### src/rtl/cof_trace_pkg.sv
package cof_trace_pkg;

  typedef enum logic [1:0] {
    SEL_FETCH  = 2'd0,
    SEL_DECODE = 2'd1,
    SEL_EXEC   = 2'd2,
    SEL_TRACE  = 2'd3
  } rd_sel_e;

  // Next ring index, wrapping at depth
  function automatic int wrap_inc(input int p, input int depth);
    return (p + 1 >= depth) ? 0 : p + 1;
  endfunction

endpackage

### src/rtl/cof_trace_ring.sv
module cof_trace_ring
  import cof_trace_pkg::*;
#(
  parameter int DEPTH = 12,
  parameter int AW    = 24,
  parameter int PW    = $clog2(DEPTH)
) (
  input  logic          clk,
  input  logic          rst_n,
  input  logic          wr_en,
  input  logic [AW-1:0] wr_addr,
  input  logic          wr_cof,
  input  logic [PW-1:0] rd_idx,
  output logic [AW:0]   rd_entry,
  output logic [PW-1:0] wr_ptr,
  output logic          commit_step
);

  logic [AW:0]   slots [DEPTH];
  logic          pend;
  logic [PW-1:0] tgt;

  // the previous retire was flow-changing: open a fresh slot
  assign commit_step = wr_en & pend;
  assign tgt         = commit_step ? PW'(wrap_inc(int'(wr_ptr), DEPTH)) : wr_ptr;
  assign rd_entry    = slots[rd_idx];

  always_ff @(posedge clk) begin
    if (!rst_n) begin
      wr_ptr <= '0;
      pend   <= 1'b0;
      for (int i = 0; i < DEPTH; i++) slots[i] <= '0;
    end else if (wr_en) begin
      slots[tgt] <= {1'b1, wr_addr};
      wr_ptr     <= tgt;
      pend       <= wr_cof;
    end
  end

endmodule

### src/rtl/cof_stage_latch.sv
module cof_stage_latch #(
  parameter int AW     = 24,
  parameter int NSTAGE = 3
) (
  input  logic                 clk,
  input  logic                 rst_n,
  input  logic                 cap,
  input  logic [NSTAGE*AW-1:0] live,
  output logic [NSTAGE*AW-1:0] held
);

  for (genvar s = 0; s < NSTAGE; s++) begin : g_stage
    always_ff @(posedge clk) begin
      if (!rst_n)   held[s*AW +: AW] <= '0;
      else if (cap) held[s*AW +: AW] <= live[s*AW +: AW];
    end
  end

endmodule

### src/rtl/cof_trace_buf.sv
module cof_trace_buf
  import cof_trace_pkg::*;
#(
  parameter int DEPTH = 12,
  parameter int AW    = 24
) (
  input  logic          clk,
  input  logic          rst_n,
  input  logic          retire_vld,
  input  logic [AW-1:0] retire_pc,
  input  logic          retire_cof,
  input  logic [AW-1:0] fetch_pc,
  input  logic [AW-1:0] decode_pc,
  input  logic [AW-1:0] exec_pc,
  input  logic          dbg_mode,
  input  logic          rd_en,
  input  logic [1:0]    rd_sel,
  output logic [AW:0]   rd_data,
  output logic          rd_ack
);

  localparam int PW     = $clog2(DEPTH);
  localparam int NSTAGE = 3;

  logic              dbg_q;
  logic              dbg_entry;
  logic              cap_en;
  logic              tb_read;
  logic [PW-1:0]     rd_ptr;
  logic [PW-1:0]     wr_ptr;
  logic              commit_step;
  logic [AW:0]       ring_entry;
  logic [NSTAGE*AW-1:0] stage_q;
  logic [AW-1:0]     stage_sel;
  rd_sel_e           sel;

  assign sel       = rd_sel_e'(rd_sel);
  assign dbg_entry = dbg_mode & ~dbg_q;
  assign cap_en    = retire_vld & ~dbg_mode;
  assign tb_read   = rd_en & (sel == SEL_TRACE);

  cof_trace_ring #(.DEPTH(DEPTH), .AW(AW), .PW(PW)) u_ring (
    .clk         (clk),
    .rst_n       (rst_n),
    .wr_en       (cap_en),
    .wr_addr     (retire_pc),
    .wr_cof      (retire_cof),
    .rd_idx      (rd_ptr),
    .rd_entry    (ring_entry),
    .wr_ptr      (wr_ptr),
    .commit_step (commit_step)
  );

  cof_stage_latch #(.AW(AW), .NSTAGE(NSTAGE)) u_stage (
    .clk   (clk),
    .rst_n (rst_n),
    .cap   (dbg_entry),
    .live  ({exec_pc, decode_pc, fetch_pc}),
    .held  (stage_q)
  );

  always_comb begin
    case (sel)
      SEL_FETCH:  stage_sel = stage_q[0*AW +: AW];
      SEL_DECODE: stage_sel = stage_q[1*AW +: AW];
      SEL_EXEC:   stage_sel = stage_q[2*AW +: AW];
      default:    stage_sel = '0;
    endcase
  end

  always_ff @(posedge clk) begin
    if (!rst_n) begin
      dbg_q   <= 1'b0;
      rd_ptr  <= PW'(wrap_inc(0, DEPTH));
      rd_ack  <= 1'b0;
      rd_data <= '0;
    end else begin
      dbg_q  <= dbg_mode;
      rd_ack <= rd_en;
      if (rd_en) rd_data <= tb_read ? ring_entry : {1'b0, stage_sel};
      if (dbg_entry)    rd_ptr <= PW'(wrap_inc(int'(wr_ptr), DEPTH));
      else if (tb_read) rd_ptr <= PW'(wrap_inc(int'(rd_ptr), DEPTH));
    end
  end

endmodule

### config.mk
export PLATFORM = sky130hd
export DESIGN_NAME = cof_trace_buf
export DESIGN_NICKNAME = d
export VERILOG_FILES = /design/src/rtl/cof_trace_pkg.sv /design/src/rtl/cof_trace_ring.sv /design/src/rtl/cof_stage_latch.sv /design/src/rtl/cof_trace_buf.sv
export SDC_FILE = /design/constraint.sdc
export NUM_CORES = 1
export LEC_CHECK = 0
export ABC_AREA = 1
export BUFFER_PORTS_ARGS = -buffer_cell sky130_fd_sc_hd__buf_2
export CAP_MARGIN = 20
export CORE_AREA = 8 8 232 234
export CTS_CLUSTER_SIZE = 40
export DETAILED_ROUTE_END_ITERATION = 8
export DIE_AREA = 0 0 240 242
export GPL_TIMING_DRIVEN = 0
export HOLD_SLACK_MARGIN = 0.08
export MAX_ROUTING_LAYER = met4
export PLACE_DENSITY = 0.68
export SLEW_MARGIN = 20
export SYNTH_ARGS = -nofsm -noshare
export SYNTH_HDL_FRONTEND = slang
export SYNTH_HIERARCHICAL = 1
export SYNTH_SLANG_ARGS = --single-unit
### constraint.sdc
create_clock -name clk -period 5.1 [get_ports clk]
set_input_delay 0 -clock clk [delete_from_list [all_inputs] [get_ports clk]]
set_output_delay 0 -clock clk [all_outputs]
set_load 0.02 [all_outputs]
* Word-level counts from Yosys, hierarchy flattened *
Memories as Yosys holds them, arrays and structs flattened. A register that Yosys moved wholly into a read port is not among the register bits.
Index checks and enable logic that the tools add are counted.

storage, ports and cells
  flip-flop bits (word level) = 108
  bits in writable memories = 300
  input bits = 104
  memories kept = 1

cells by class
  $add $sub $neg = 2
  order comparisons = 2
  equality and inequality tests = 3
  muxes and demuxes = 16
  bitwise gates (word level) = 6
  reduce and logical (&&, ||, !) cells = 3

memories
  name          depth  width  read ports  clocked after memory_dff  write ports  RTL line              RTL
  u_ring.slots  12     25     1           1                         12           cof_trace_ring.sv:19  logic [AW:0] slots [DEPTH];

operators with widths
  cell                                                                   number
  24-bit case mux with 3 select lines                                    1
  25-bit 2-to-1 mux                                                      2
  4-bit 2-to-1 mux                                                       8
  25-bit OR reduction                                                    1
  4-bit by 1-bit adder with 5-bit output, second input constant          2
  5-bit by 4-bit >= comparator with 1-bit output, second input constant  2
  1-bit 2-to-1 mux                                                       5
  1-bit AND                                                              4
  2-bit == test, second input constant                                   2
  2-bit by 1-bit == test with 1-bit output, second input constant        1
  2-bit logical NOT                                                      1
  1-bit inverter                                                         2
  2-bit nonzero test                                                     1

* Longest topological paths before layout *
  depth after elaboration = 7
  gate-level depth with buffers = 13

* By module *
Netlist, hierarchy kept.

by module, submodules not included
  module           instances  cells an instance  area each (µm²)  sequential area each (µm²)
  cof_trace_ring   1          1540               17355.4          11871.4
  cof_stage_latch  1          456                2959.1           1441.4
  cof_trace_buf    1          289                1871.8           620.6

* Least setup slack after synthesis *
OpenSTA, ideal clock, no wires.

  kind = flip-flop to flip-flop
  from = register u_ring.wr_ptr[0]
  to = memory u_ring/slots[15][0] (netlist name) (enable)
  library setup time = 0.435 ns
  arrival time = 3.044 ns
  required time = 4.665 ns
  path slack = 1.621 ns
  cell stages (with the launch flop) = 10
  path buffers = 0
  cell sequence = dfxtp_1 > ha_1 > inv_1 > nand2_1 > nand2_1 > nand3_2 > nand3_2 > nand2_4 > nand2_2 > nor3_1

RTL lines
  item                    RTL line              RTL
  from (decl)             cof_trace_ring.sv:15  output logic [PW-1:0] wr_ptr,
  from (signal assigned)  cof_trace_ring.sv:35  wr_ptr <= tgt;
  to (decl)               cof_trace_ring.sv:19

==> results.toml <==
[floorplan]
die-area_sq_um = 58100
io_pins = 130
start_util_pct = 44.0
rows = 83
die_width_um = 240
die_h_um = 242
coreArea_sq_um = 50500

[grt]
grt_pass1_wl_um = 113000
grt_pass1_vias = 18600
antenna_found_initial = 0
grt_usage_pct = 26.6
grt_max_degree = 25
overflow = 0

[setup_path]
crit_slowest_cell = "buf_1"
crit_type = "flip-flop to flip-flop"
cp_cell_sequence = "clkbuf_1 > buf_1 > o221ai_1 > nand3_1 > nand2_1 > o221ai_1 > a21oi_1 > dlygate4sd3_1"
worstPathMaxFanout = 10
crit_path_end_kind = "flip-flop"
critPathArrivalTime_ns = 4.01
crit_buf_inv = 3
max_stage_delay_ns = 0.70
crit_top_cell = "o221ai_1"
cp_top_family = "buffers and inverters"
required_ns = 5.58
critPathLaunchType = "flip-flop"

[yosys]
synth_fp_nets = 2395
synth_area_sq_um = 22200
ys_types = 33
synth_warnings = 6
synth-seq-cells = 504
avgSynthCellArea_sq_um = 9.71
ys_seq_area_share_pct = 62.8
synth_top_cell_area_share_pct = 52.0
synthCells = 2285
synth_top_area_cell = "edfxtp_1"
ys_top_cells_by_area = "edfxtp_1 (52%), dfxtp_1 (11%), nor2_1 (11%)"

[sta]
slew_headroom_pct = 35.5
rsz0062_at_grt = "no"
worst_pin_slew_ns = 0.967
max_freq_mhz = 283
fin_crit_ns = 3.53
period_share_pct = 69.2
finClkSkew_ns = 0.0279
slew_violations = 0
hold_violations = 0
finalSetupViolations = 0

[power_and_ir_drop]
ir_worst_vdd_v = 0.000249
powerDensity_nw_per_um2 = 353
leakage_uw = 0.0106

[routing]
drc_errors = 0
vias = 18600
routedWlPerCell_um = 23.4
postRouteAntennaNets = 0
drt_iter0_markers = 2491
dr.pass1.iters = 6
avgViaCountPerCell = 5.64
drt-total-wl_um = 77200

[final_layout]
finalNetCount = 2692
final_cell_mix = "nor2_1 (630), edfxtp_1 (384), nand2_1 (300)"
fin_util_pct = 52.5
layout-drive-gt1-share_pct = 13.3
final_common_cell = "nor2_1"
synthToLayoutAreaGrowth_pct = 19.5
finalNonFillerCells = 3302
antennaDiodeCount = 0

[clock_network]
clk_path_buf_depth = 3
clock_latency_ns = 0.61
postCtsSetupBuffers = 0
cts_max_level = 2
cts-hold-fix-buffers = 110
cts_root_buffer = "clkbuf_16"
cts.sinks = 504
path_clk_slew_ns = 0.06
cts_resized = 0
numCtsBuffers = 52
cts_tree = "yes"

[min_path]
holdCritPathClass = "input pin to flip-flop"

[place]
post-dp-hpwl_um = 53100
io_buffers = 127
gp_congestion = 0.964
dp_cells = 3098

[outcome]
outcome = "finished, final reports clean"

[run]
drv_cap = 0
-- metal layers --
metal / part of all wire (%) / vias up / routed length [um] / GRT usage (%)
met5: 0 / - / 0 / -
met4: 6.0 / 0 / 4650 / 15.2
met3: 11 / 200 / 8740 / 5.44
met2: 45 / 1137 / 34500 / 40.3
met1: 38 / 8922 / 29300 / 32.8
li1: - / 8350 / - / -
-- cells by family after synthesis --
logic type      Yosys count  synth area share, %
compound gates          390                 10.8
buf+inv                 304                 6.29
flops                   504                 62.8
simple gates           1081                 19.8
fa+ha+maj                 6                0.338
-- area by class of cell --
type | instances | area, sq um
Sequential cell | 504 | 13900
Clock buffer | 79 | 1480
Multi-Input combinational cell | 1477 | 6920
Clock inverter | 15 | 115
Timing Repair Buffer | 243 | 1820
Fill cell | 4524 | 24000
Buffer | 172 | 897
Inverter | 132 | 498
Tap cell | 680 | 851
-- power breakdown --
group / total, uW / switching [uW] / leakage [uW] / internal (uW)
Combinational: 1120 / 783 / 0.00499 / 333
Clock: 3620 / 1570 / 0.000789 / 2040
Sequential: 4620 / 68.8 / 0.00483 / 4550
Total: 9360 / 2430 / 0.0106 / 6930
-- flip-flops by register name, indices dropped and copies added, names as in the netlist --
register       flops
rd_ptr             4
u_ring/wr_ptr      4
u_ring/slots     396
rd_data           25
dbg_q              1
u_stage/held      72
u_ring/pend        1
rd_ack             1
-- path summary, 6_finish.rpt --
path	start	cells after the start	to	slack [ns]
worst max-delay path	rd_ptr[2]$_SDFFE_PN0P_	8	rd_data[0]$_SDFFE_PN0P_	1.57
worst min register to register	u_ring/slots[10][24]$_SDFFE_PP1N_	2	u_ring/slots[10][24]$_SDFFE_PP1N_	0.45
worst min-delay path	retire_pc[20]	2	u_ring/slots[15][20]$_DFFE_PP_	0.16
worst max register to register	rd_ptr[2]$_SDFFE_PN0P_	8	rd_data[0]$_SDFFE_PN0P_	1.57
-- metrics by stage --
step / hold slack, ns / cell area [sq um] / power, uW / setup slack [ns] / TNS, ns
2_1_floorplan: 0.0935 / 22200 / 5270 / 1.62 / 0
3_3_place_gp: 0.228 / 23700 / 5700 / -0.397 / -9.38
3_5_place_dp: 0.231 / 23800 / 5720 / 1.76 / 0
4_1_cts: 0.122 / 26500 / 9360 / 1.75 / 0
5_1_grt: 0.158 / 26500 / 9620 / 1.55 / 0
6_report: 0.158 / 26500 / 9360 / 1.57 / 0
-- Yosys cell counts --
cell type and instances:
a31oi_1 1, clkbuf_1 93, dfxtp_1 120, o221ai_1 87, o21ai_1 7, nor2_8 1
inv_4 1, nand4_1 8, inv_1 124, nor3_1 26, a21oi_1 20, nand4_2 1
a21boi_1 1, nand3_1 59, nor2_1 633, nand2_2 11, nand2_4 5, buf_4 5
buf_2 48, edfxtp_1 384, ha_1 6, a211oi_1 16, nor2_2 10, nor2_4 5
o211ai_1 17, buf_6 23, o22ai_1 19, nand3b_1 2, o21ai_0 222, nand3_2 8
inv_2 7, buf_1 3, nand2_1 312
(Power assumes the default switching activity.)
